File: src/rtl/uart_lpbk_pkg.sv
package uart_lpbk_pkg;
  localparam int MDM_W = 4;

  // control bit positions
  localparam int CTL_DTR  = 0;
  localparam int CTL_RTS  = 1;
  localparam int CTL_OUT1 = 2;
  localparam int CTL_OUT2 = 3;

  // status bit positions
  localparam int ST_CTS = 0;
  localparam int ST_DSR = 1;
  localparam int ST_RI  = 2;
  localparam int ST_DCD = 3;

  typedef logic [MDM_W-1:0] mdm_vec_t;

  // self-test routing of control bits onto status lines
  function automatic mdm_vec_t loop_map(mdm_vec_t ctl);
    mdm_vec_t s;
    s[ST_CTS] = ctl[CTL_RTS];
    s[ST_DSR] = ctl[CTL_DTR];
    s[ST_RI]  = ctl[CTL_OUT1];
    s[ST_DCD] = ctl[CTL_OUT2];
    return s;
  endfunction

  // change events between two status samples; RI reports only its falling edge
  function automatic mdm_vec_t change_events(mdm_vec_t prev, mdm_vec_t nxt);
    mdm_vec_t e;
    e = prev ^ nxt;
    e[ST_RI] = prev[ST_RI] & ~nxt[ST_RI];
    return e;
  endfunction
endpackage

File: src/rtl/uart_lpbk_sync.sv
module uart_lpbk_sync #(
  parameter int W      = 4,
  parameter int STAGES = 2,
  parameter logic [W-1:0] RST_VAL = '1
) (
  input  logic         clk,
  input  logic         rst_n,
  input  logic [W-1:0] din,
  output logic [W-1:0] dout
);
  logic [W-1:0] stg [STAGES];

  for (genvar s = 0; s < STAGES; s++) begin : g_stage
    if (s == 0) begin : g_first
      always_ff @(posedge clk or negedge rst_n) begin
        if (!rst_n) stg[s] <= RST_VAL;
        else        stg[s] <= din;
      end
    end else begin : g_next
      always_ff @(posedge clk or negedge rst_n) begin
        if (!rst_n) stg[s] <= RST_VAL;
        else        stg[s] <= stg[s-1];
      end
    end
  end

  assign dout = stg[STAGES-1];
endmodule

File: src/rtl/uart_lpbk_path.sv
module uart_lpbk_path
  import uart_lpbk_pkg::*;
(
  input  logic     loop_en,
  input  logic     tx_bit,
  input  logic     ser_in_pin,
  input  mdm_vec_t ctl,
  input  mdm_vec_t pins_sync_n,
  output logic     ser_out_pin,
  output logic     rx_bit,
  output mdm_vec_t pins_out_n,
  output mdm_vec_t stat_sel
);
  always_comb begin
    if (loop_en) begin
      ser_out_pin = 1'b1;
      rx_bit      = tx_bit;
      pins_out_n  = '1;
      stat_sel    = loop_map(ctl);
    end else begin
      ser_out_pin = tx_bit;
      rx_bit      = ser_in_pin;
      pins_out_n  = ~ctl;
      stat_sel    = ~pins_sync_n;
    end
  end
endmodule

File: src/rtl/uart_lpbk_delta.sv
module uart_lpbk_delta
  import uart_lpbk_pkg::*;
(
  input  logic     clk,
  input  logic     rst_n,
  input  logic     loop_en,
  input  logic     msr_read,
  input  mdm_vec_t stat_sel,
  output mdm_vec_t stat_q,
  output mdm_vec_t delta_q,
  output logic     loop_change,
  output mdm_vec_t evt_vec
);
  logic     loop_q;
  mdm_vec_t delta_d;

  assign loop_change = loop_en ^ loop_q;
  assign evt_vec     = loop_change ? '0 : change_events(stat_q, stat_sel);
  assign delta_d     = (msr_read ? '0 : delta_q) | evt_vec;

  always_ff @(posedge clk or negedge rst_n) begin
    if (!rst_n) begin
      loop_q  <= 1'b0;
      stat_q  <= '0;
      delta_q <= '0;
    end else begin
      loop_q  <= loop_en;
      stat_q  <= stat_sel;
      delta_q <= delta_d;
    end
  end
endmodule

File: src/rtl/uart_lpbk_modem.sv
module uart_lpbk_modem
  import uart_lpbk_pkg::*;
#(
  parameter int SYNC_STAGES = 2
) (
  input  logic       clk,
  input  logic       rst_n,
  input  logic       loop_en,
  input  logic [3:0] mctl_bits,
  input  logic       tx_shift_out,
  input  logic       ser_in_pin,
  input  logic [3:0] mdm_in_n,
  input  logic       msi_en,
  input  logic       msr_read,
  output logic       ser_out_pin,
  output logic       rx_ser_in,
  output logic [3:0] mdm_out_n,
  output logic [3:0] mdm_status,
  output logic [3:0] mdm_delta,
  output logic       msi_irq
);
  mdm_vec_t pins_sync_n;
  mdm_vec_t stat_sel;
  mdm_vec_t evt_vec;
  logic     loop_change;

  uart_lpbk_sync #(.W(MDM_W), .STAGES(SYNC_STAGES), .RST_VAL('1)) u_sync (
    .clk   (clk),
    .rst_n (rst_n),
    .din   (mdm_in_n),
    .dout  (pins_sync_n)
  );

  uart_lpbk_path u_path (
    .loop_en     (loop_en),
    .tx_bit      (tx_shift_out),
    .ser_in_pin  (ser_in_pin),
    .ctl         (mctl_bits),
    .pins_sync_n (pins_sync_n),
    .ser_out_pin (ser_out_pin),
    .rx_bit      (rx_ser_in),
    .pins_out_n  (mdm_out_n),
    .stat_sel    (stat_sel)
  );

  uart_lpbk_delta u_delta (
    .clk         (clk),
    .rst_n       (rst_n),
    .loop_en     (loop_en),
    .msr_read    (msr_read),
    .stat_sel    (stat_sel),
    .stat_q      (mdm_status),
    .delta_q     (mdm_delta),
    .loop_change (loop_change),
    .evt_vec     (evt_vec)
  );

  assign msi_irq = msi_en & (|mdm_delta);
endmodule

File: config.mk
export PLATFORM = sky130hd
export DESIGN_NAME = uart_lpbk_modem
export DESIGN_NICKNAME = d
export VERILOG_FILES = /design/src/rtl/uart_lpbk_pkg.sv /design/src/rtl/uart_lpbk_sync.sv /design/src/rtl/uart_lpbk_path.sv /design/src/rtl/uart_lpbk_delta.sv /design/src/rtl/uart_lpbk_modem.sv
export SDC_FILE = /design/constraint.sdc
export NUM_CORES = 1
export LEC_CHECK = 0
export ABC_AREA = 0
export BUFFER_PORTS_ARGS = -buffer_cell sky130_fd_sc_hd__buf_2
export CAP_MARGIN = 20
export CORE_MARGIN = 3
export CORE_UTILIZATION = 52
export CTS_BUF_LIST = sky130_fd_sc_hd__clkbuf_2 sky130_fd_sc_hd__clkbuf_4 sky130_fd_sc_hd__clkbuf_8
export DETAILED_ROUTE_END_ITERATION = 8
export HOLD_SLACK_MARGIN = 0.1
export PLACE_DENSITY = 0.95
export REMOVE_ABC_BUFFERS = 1
export SYNTH_ARGS = -nofsm -noshare
export SYNTH_HDL_FRONTEND = slang
export SYNTH_SLANG_ARGS = --single-unit
export TNS_END_PERCENT = 100
File: constraint.sdc
create_clock -name clk -period 2.7 [get_ports clk]
set_clock_uncertainty 0.2 [all_clocks]
set_input_delay 0.405 -clock clk [delete_from_list [all_inputs] [get_ports clk]]
set_output_delay 0.405 -clock clk [all_outputs]
set_load 0.02 [all_outputs]
==> impl_metrics.toml, run 1 <==
[route]
vias_per_cell = 5.075
drt_drc_violations_left = 0
ant_nets = 0
detail_route.wl_per_cell_um = 14.10
num_vias = 543
drt_pre_antenna_iters = 3
wirelength_mm = 1.509
drt_iter0_markers = 7

[flow_run]
maxCapViolations = 0

[setup_path]
setup.worst_path.start_class = "register"
critical_path_class = "register to output pin"
critical_path_peak_fanout = 3
critPathCaptureType = "output pin"
worst_ep_required_time_ns = 2.10
critPathArrivalTime_ns = 1.29

[yosys]
synth_seq_area_share = 0.6031
mean_post_synth_cell_area_um2 = 12.89
synth-xor-area-share = 0
synthMuxAreaShare = 0.01560
synth.ff_latch_count = 17
combinational_family_with_the_most_area_after_synthesis = "simple AND/OR/NAND/NOR gates"
synth_fa_ha_area_frac = 0
ys.warnings.count = 0
synth_simple_gate_area_frac = 0.2218
post_synth_most_frequent_cells = "dfrtp_1, dfstp_2, nand2b_1"
synth-compound-area-share = 0.1334
netlist.area_leader.share = 0.3120
ys_async_sr_fraction = 1.000
synth_area_um2 = 721.9
synth_most_common_cell = "dfrtp_1"
synthDominantAreaCellType = "dfrtp_1"
synthesis.instances = 56
yosysUniqueCellTypes = 24
count_of_flip_flops_with_a_built_in_enable_after_synthesis = 0
biggest_area_contributors_in_the_synthesized_netlist = "dfrtp_1, dfstp_2, nand2b_1"
postSynth.topFlopCell = "dfrtp_1"

[sta]
final_sum_of_negative_setup_slack_ns = 0
transition_time_at_the_pin_with_the_least_slew_margin_ns = 0.3675
rsz0062_at_grt = "false"
relSlewSlack = 0.7550
fin_crit_ns = 1.891
fin_crit_sh = 0.7005
finalHoldViolations = 0
drv_slew = 0
final-setup-viol-count = 0
max_freq_mhz = 528.7

[clocking]
ctsLongestPathBuffers = 2
ctsHoldBuffers = 5
cts.reportedPaths.clkPinSlew_ns = 0.10
worstSkewPairLatency_ns = 0.29
postCtsSetupBuffers = 0
clockRootBuffer = "clkbuf_4"
post_cts_resize_count = 0
cts_inserted_buffers = 3
number_of_levels_in_the_clock_h_tree = 1
tritoncts_clock_tree = "done"
clock-sinks = 17

[global_routing]
globalRoute.totalOverflow = 0
antenna_violations_before_repair = 0
track_usage = 0.1842
vias_in_the_first_global_route = 590
grt_first_pass_wirelength_mm = 2.484
grt_max_degree = 18

[finish]
numnets_final = 109
final_util = 0.7938
fillerInstances = 80
num_antenna_cells = 0
drive_above_1_share = 0.5376
syn_to_final_growth_pct = 32.06
post_layout_nonfiller_instances = 107

[floorplan]
fp.dieH_um = 43.26
placementRows = 12
fp.dieArea_um2 = 1871
core_area_um2 = 1201
dieWidth_um = 43.26
num_io_pins = 30
initial_core_util = 0.6010

[power_and_ir_drop]
pwr_density_cell_nw_per_um2 = 579.4
ir_drop_uv = 443.8
p_leak_nw = 0.4503

[place]
io_buffers = 29
place.gp.congestion = 0.7549
numPlacedInstances = 98
place_hpwl_mm = 1.131

[run_status]
status = "finished clean"

[hold_path]
holdCritPathClass = "primary input to register"
## worst max-delay path: stages (launching register included)
cell and delay (ns):
dfrtp_1 0.40, o41a_1 0.42, buf_2 0.17
## worst paths after layout
| kind | from | endpoint | slack [ns] | cells past startpoint |
|---|---|---|---|---|
| min | msr_read | u_delta.delta_q[3] | 0.14 | 2 |
| max | u_delta.delta_q[1] | msi_irq | 0.81 | 2 |
| min reg2reg | u_sync.stg[4] | u_sync.dout[0] | 0.16 | 0 |
| min in group asynchronous | rst_n | u_delta.delta_q[2] | 0.35 | 2 |
| max in group asynchronous | rst_n | u_sync.dout[3] | 1.63 | 2 |
| max reg2reg | u_sync.dout[3] | u_delta.delta_q[3] | 1.43 | 3 |
## routing by layer
| layer | routed length, um | vias up | track usage |
|---|---|---|---|
| li1 | - | 265 | - |
| met1 | 573 | 255 | 0.1653 |
| met2 | 819 | 21 | 0.3658 |
| met3 | 103 | 2 | 0.06780 |
| met4 | 13 | 0 | 0.05422 |
| met5 | 0 | - | 0 |
## power by group
part           switching (mW)  internal (mW)
sequential             0.0120          0.279
clock                  0.0760         0.0675
combinational          0.0665         0.0510
## logic make-up (layout without fill, tap and decap cells)
logic type	after synthesis	in the layout
buffers and inverters	3	40
multiplexers	1	1
flip-flops	17	17
AND/OR/NAND/NOR	24	24
AO/OA/AOI/OAI	11	11
## area by class of cell
class	instances	area, um^2	area share
clock buffers	4	30.03	0.03150
inverters	2	7.507	0.007874
multi-input cells	36	267.8	0.2808
flip-flops and latches	17	435.4	0.4567
well taps	14	17.52	0.01837
repair buffers	34	195.2	0.2047
## cells in the final DEF, fill, tap and decap left out
cell type and instances:
a211oi_1 2, a211oi_2 2, a21boi_0 1, a21oi_1 2, and2_4 2, and3b_1 1, buf_2 29, clkbuf_4 4
dfrtp_1 9, dfstp_2 8, dlygate4sd3_1 5, inv_1 2, mux2_2 1, nand2_1 3, nand2_4 1, nand2b_1 6
nand2b_2 1, nand3_1 1, nor2b_1 4, o21ai_0 1, o22ai_1 1, o32ai_2 1, o41a_1 1, or2_1 1
or2_2 1, or2b_1 3
## state kept, by name, indices dropped and copies added (netlist names)
register and flops:
u_delta.stat_q 4, u_sync.dout 4, u_delta.delta_q 4, u_delta.loop_q 1, u_sync.stg 4
## metrics by stage
| step | setup WS [ns] | hold WS [ns] | total power, mW | cell area (um^2) |
|---|---|---|---|---|
| floorplan | 1.126 | -0.09059 | 0.3608 | 710.7 |
| global placement | 0.9611 | 0.1325 | 0.4013 | 873.3 |
| detailed placement | 0.9388 | 0.1355 | 0.4086 | 873.3 |
| CTS | 0.8035 | 0.1379 | 0.5570 | 953.4 |
| global route | 0.7554 | 0.1358 | 0.5807 | 953.4 |
| finish | 0.8086 | 0.1384 | 0.5524 | 953.4 |
No activity file was read; power rests on OpenSTA's default activity.
==> run 2, diff against run 1 <==
--- a/config.mk
+++ b/config.mk
@@ -9,11 +9,11 @@
 export BUFFER_PORTS_ARGS = -buffer_cell sky130_fd_sc_hd__buf_2
 export CAP_MARGIN = 20
 export CORE_MARGIN = 3
-export CORE_UTILIZATION = 52
+export CORE_UTILIZATION = 43
 export CTS_BUF_LIST = sky130_fd_sc_hd__clkbuf_2 sky130_fd_sc_hd__clkbuf_4 sky130_fd_sc_hd__clkbuf_8
 export DETAILED_ROUTE_END_ITERATION = 8
 export HOLD_SLACK_MARGIN = 0.1
-export PLACE_DENSITY = 0.95
+export PLACE_DENSITY = 0.85
 export REMOVE_ABC_BUFFERS = 1
 export SYNTH_ARGS = -nofsm -noshare
 export SYNTH_HDL_FRONTEND = slang
==> constraint.sdc (replaced) <==
create_clock -name clk -period 1.65 [get_ports clk]
set_clock_uncertainty 0.2 [all_clocks]
set_input_delay 0.2475 -clock clk [delete_from_list [all_inputs] [get_ports clk]]
set_output_delay 0.2475 -clock clk [all_outputs]
set_load 0.02 [all_outputs]
==> run 2 against run 1 <==
The run now ends with negative setup slack left. Worst hold slack got worse by 0.032 ns. Highest routed layer is now met3. Cell count is 7.5% higher. Cell area increased by 6.7%. Via count rose by 1.8%. Sequential power grew 63%.
==> impl_metrics.toml, run 2 (synthesis results as in run 1) <==
[run_status]
status = "finished, violations left"
violations = "negative setup slack"

[finish]
syn_to_final_growth_pct = 40.90
numnets_final = 115
final_cell_mix = "buf_2, dlygate4sd3_1, dfrtp_1, dfstp_2, nand2b_1"
final_design_area_no_fill_um2 = 1017
num_antenna_cells = 0
drive_above_1_share = 0.5253
fillerInstances = 122
mostFrequentLayoutCell = "buf_2"
final_util = 0.6599
post_layout_nonfiller_instances = 115

[sta]
finalHoldViolations = 0
final_sum_of_negative_setup_slack_ns = -0.02552
final-setup-viol-count = 1
fin_crit_sh = 1.015
hold_ws_ns = 0.1063
transition_time_at_the_pin_with_the_least_slew_margin_ns = 0.3639
drv_slew = 0
max_freq_mhz = 596.8
relSlewSlack = 0.7574
fin_crit_ns = 1.676
rsz0062_at_grt = "true"
layout_setup_ws_ns = -0.02552

[floorplan]
fp.dieH_um = 46.98
fp.dieArea_um2 = 2207
num_io_pins = 30
dieWidth_um = 46.98
placementRows = 14
core_area_um2 = 1541
initial_core_util = 0.4683

[clocking]
tritoncts_clock_tree = "done"
worstSkewPairLatency_ns = 0.28
cts_inserted_buffers = 3
number_of_levels_in_the_clock_h_tree = 1
cts.reportedPaths.clkPinSlew_ns = 0.09
ctsLongestPathBuffers = 2
clockRootBuffer = "clkbuf_4"
clock-sinks = 17

[route]
drt_iter0_markers = 4
drt_pre_antenna_iters = 2
num_vias = 553
ant_nets = 0
detail_route.wl_per_cell_um = 12.03
vias_per_cell = 4.809
drt_drc_violations_left = 0
wirelength_mm = 1.383

[global_routing]
grt_max_degree = 18
globalRoute.totalOverflow = 0
antenna_violations_before_repair = 0
grt_first_pass_wirelength_mm = 2.263
vias_in_the_first_global_route = 558
track_usage = 0.1448

[power_and_ir_drop]
p_leak_nw = 0.4789
total_power_mw = 0.9118
pwr_density_cell_nw_per_um2 = 896.3
ir_drop_uv = 601.7

[setup_path]
setup.worst_path.start_class = "register"
top_family_by_delay_on_critical_path = "compound AO/OA/AOI/OAI gates"
timing.critical_path.cells = "o41a_1, buf_6"
critPathArrivalTime_ns = 1.23
crit_path_top_delay_cell = "o41a_1"
worst_ep_required_time_ns = 1.20
crit_buf_inv = 1
worst_path_largest_cell_delay_ns = 0.43
critical_path_class = "register to output pin"
critical_path_peak_fanout = 2
critPathCaptureType = "output pin"

[place]
place_worst_setup_slack_ns = 0.2041
io_buffers = 29
place.gp.congestion = 0.6886
numPlacedInstances = 100
total_placed_instance_area_um2 = 875.8
place_hpwl_um = 985.9

[hold_path]
holdCritPathClass = "primary input to register"

[flow_run]
maxCapViolations = 0
-- run 2: changes by cell type in the layout (fill, tap and decap cells not counted), sizes merged --
cell | before | now
buf | 29 | 31
dlygate4sd3 | 5 | 9
-- run 2: layout make-up --
type	instances	area [um^2]	share of cell area
Timing Repair Buffer	40	256.5	0.2522
Inverter	2	7.507	0.007380
Clock buffer	4	30.03	0.02952
Multi-Input combinational cell	36	267.8	0.2632
Tap cell	16	20.02	0.01968
Sequential cell	17	435.4	0.4280
-- run 2: what timing repair did --
action	in CTS	in global routing
cloned	0	0
setup endpoints to repair	1	1
hold buffers	9	0
pin swaps	1	1
gates resized for setup	2	0
buffers inserted	2	0
hold endpoints to repair	26	0
-- run 2: path summary, 6_finish.rpt --
path	endpoint	from	cells after the start	slack [ns]
max	msi_irq	u_delta.delta_q[2]	2	-0.03
min	u_delta.stat_q[3]	loop_en	3	0.11
max reg2reg	u_delta.delta_q[1]	u_delta.delta_q[1]	4	0.35
min reg2reg	u_sync.dout[2]	u_sync.stg[6]	0	0.16
max in group asynchronous	u_sync.dout[1]	rst_n	2	0.74
min in group asynchronous	u_delta.loop_q	rst_n	2	0.20
-- run 2: report_power, final --
part / total [mW] / leakage, nW / internal, mW / switching [mW]
clock network: 0.227 / 0.0184 / 0.110 / 0.116
registers: 0.473 / 0.191 / 0.457 / 0.0162
logic: 0.212 / 0.269 / 0.101 / 0.112
-- run 2: worst register-to-register path: stages (launching register included) --
cell,delay (ns)
dfrtp_1,0.39
buf_4,0.14
nor2b_1,0.15
a211oi_1,0.26
a211oi_2,0.05
-- run 2: metal layers --
layer | global-route usage | wire length, um | vias up
met5 | 0 | 0 | -
met3 | 0.03831 | 103 | 0
met1 | 0.1646 | 557 | 255
met2 | 0.2602 | 722 | 20
met4 | 0.04972 | 0 | 0
li1 | - | - | 278
==> run 3, diff against run 2 <==
--- a/config.mk
+++ b/config.mk
@@ -12,6 +12,7 @@
 export CORE_UTILIZATION = 43
 export CTS_BUF_LIST = sky130_fd_sc_hd__clkbuf_2 sky130_fd_sc_hd__clkbuf_4 sky130_fd_sc_hd__clkbuf_8
 export DETAILED_ROUTE_END_ITERATION = 8
+export GPL_TIMING_DRIVEN = 0
 export HOLD_SLACK_MARGIN = 0.1
 export PLACE_DENSITY = 0.85
 export REMOVE_ABC_BUFFERS = 1
==> run 3 against run 2 <==
The run still ends with negative setup slack left. Register-to-register slack gained 0.02 ns. Utilization decreased by 0.65 points. Clock-buffer cell count decreased by 1. Combinational power is 3% lower. Critical path type unchanged. Via count decreased by 0.36%. Setup slack worse by 0.026 ns. Cell count down 0.87%. Critical path depth unchanged. Worst hold slack improved by 0.0064 ns. Clock power down 4%. Highest routed layer is now met4.
==> impl_metrics.toml, run 3 (synthesis results as in run 1) <==
[run_status]
status = "finished, violations left"
violations = "negative setup slack"

[sta]
fin_crit_sh = 1.031
fin_crit_ns = 1.702
drv_slew = 0
final_sum_of_negative_setup_slack_ns = -0.05176
final-setup-viol-count = 1
rsz0062_at_grt = "true"
max_freq_mhz = 587.6
layout_setup_ws_ns = -0.05176
relSlewSlack = 0.7569
transition_time_at_the_pin_with_the_least_slew_margin_ns = 0.3647
finalHoldViolations = 0

[place]
io_buffers = 29
place.gp.congestion = 0.6766
place_worst_setup_slack_ns = 0.2031
place_hpwl_um = 896.8

[floorplan]
num_io_pins = 30
initial_core_util = 0.4683
core_area_um2 = 1541
fp.dieH_um = 46.98
fp.dieArea_um2 = 2207
dieWidth_um = 46.98
placementRows = 14

[route]
wirelength_mm = 1.282
drt_drc_violations_left = 0
num_vias = 551
drt_iter0_markers = 6
top_layer_used = "met4"
vias_per_cell = 4.833
routedLengthMet1_um = 550
drt_pre_antenna_iters = 2
wl_met3_um = 88
routed-wl-met2_um = 636
detail_route.wl_per_cell_um = 11.25
ant_nets = 0

[clocking]
worstSkewPairLatency_ns = 0.28
clockRootBuffer = "clkbuf_4"
cts.reportedPaths.clkPinSlew_ns = 0.10
clock-sinks = 17
tritoncts_clock_tree = "done"
ctsLongestPathBuffers = 2
number_of_levels_in_the_clock_h_tree = 1
cts_inserted_buffers = 3

[hold_path]
holdCritPathClass = "primary input to register"

[finish]
final_util = 0.6534
numnets_final = 114
final_cell_mix = "buf_2, dlygate4sd3_1, dfrtp_1, dfstp_2, nand2b_1"
num_antenna_cells = 0
syn_to_final_growth_pct = 39.52
mostFrequentLayoutCell = "buf_2"
fillerInstances = 128
drive_above_1_share = 0.5204

[setup_path]
critPathCaptureType = "output pin"
worst_ep_required_time_ns = 1.20
setup.worst_path.start_class = "register"
critical_path_class = "register to output pin"
critical_path_peak_fanout = 2
critPathArrivalTime_ns = 1.25

[power_and_ir_drop]
p_leak_nw = 0.4733
total_power_mw = 0.8972
pwr_density_cell_nw_per_um2 = 890.7
ir_drop_uv = 801.5

[global_routing]
antenna_violations_before_repair = 0
grt_first_pass_wirelength_mm = 2.139
globalRoute.totalOverflow = 0
track_usage = 0.1356
grt_max_degree = 18
vias_in_the_first_global_route = 536

[flow_run]
maxCapViolations = 0
==> run 3: changes by cell type in the layout (fill, tap and decap cells not counted) <==
cell / change
clkbuf_4: -1
clkinv_2: +1
buf_4: -1
==> run 3: final timing paths <==
kind	startpoint	cells after the start	slack (ns)	end
worst min register to register	u_sync.stg[6]	0	0.16	u_sync.dout[2]
max in group asynchronous	rst_n	2	0.74	u_sync.dout[3]
worst min-delay path	loop_en	3	0.11	u_delta.stat_q[3]
min in group asynchronous	rst_n	2	0.20	u_delta.stat_q[1]
worst max-delay path	u_delta.delta_q[2]	2	-0.05	msi_irq
worst max register to register	u_sync.dout[3]	3	0.37	u_delta.delta_q[3]
==> run 3: where the power goes <==
group | total [mW] | internal [mW] | switching (mW)
Clock | 0.219 | 0.0898 | 0.129
Combinational | 0.205 | 0.0960 | 0.109
Sequential | 0.474 | 0.457 | 0.0171
==> run 3: final cells by class <==
class | count | area (um^2) | share of cell area
sequential | 17 | 435.4 | 0.4323
multi-input combinational | 36 | 267.8 | 0.2658
timing repair buffer | 39 | 249.0 | 0.2472
clock buffer | 3 | 22.52 | 0.02236
tap | 16 | 20.02 | 0.01988
inverter | 2 | 7.507 | 0.007453
clock inverter | 1 | 5.005 | 0.004969
==> run 3: worst max-delay path, cell delays in order, from the launching register on <==
cell	delay, ns
dfrtp_1	0.40
o41a_1	0.43
buf_6	0.14
==> run 3: timing repair <==
item,4_1_cts,5_1_grt
pin swaps,1,0
endpoints found under the hold margin,26,0
setup endpoints to repair,1,1
gates resized for setup,2,0
hold buffers,9,0
setup buffers,1,0
==> run 3: through the flow <==
step                      cells  cell area (um^2)  hold slack [ns]
after global placement      100             875.8         -0.02124
after global routing        114              1007           0.1249
after floorplan              55             710.7          -0.2481
final                       114              1007           0.1127
after detailed placement    100             875.8         -0.01231
after CTS                   114              1007           0.1150
==> run 3: routing by layer <==
layer / track usage / vias up
met5: 0 / -
met4: 0.03315 / 0
met3: 0.02682 / 2
met2: 0.2412 / 20
met1: 0.1683 / 251
li1: - / 278
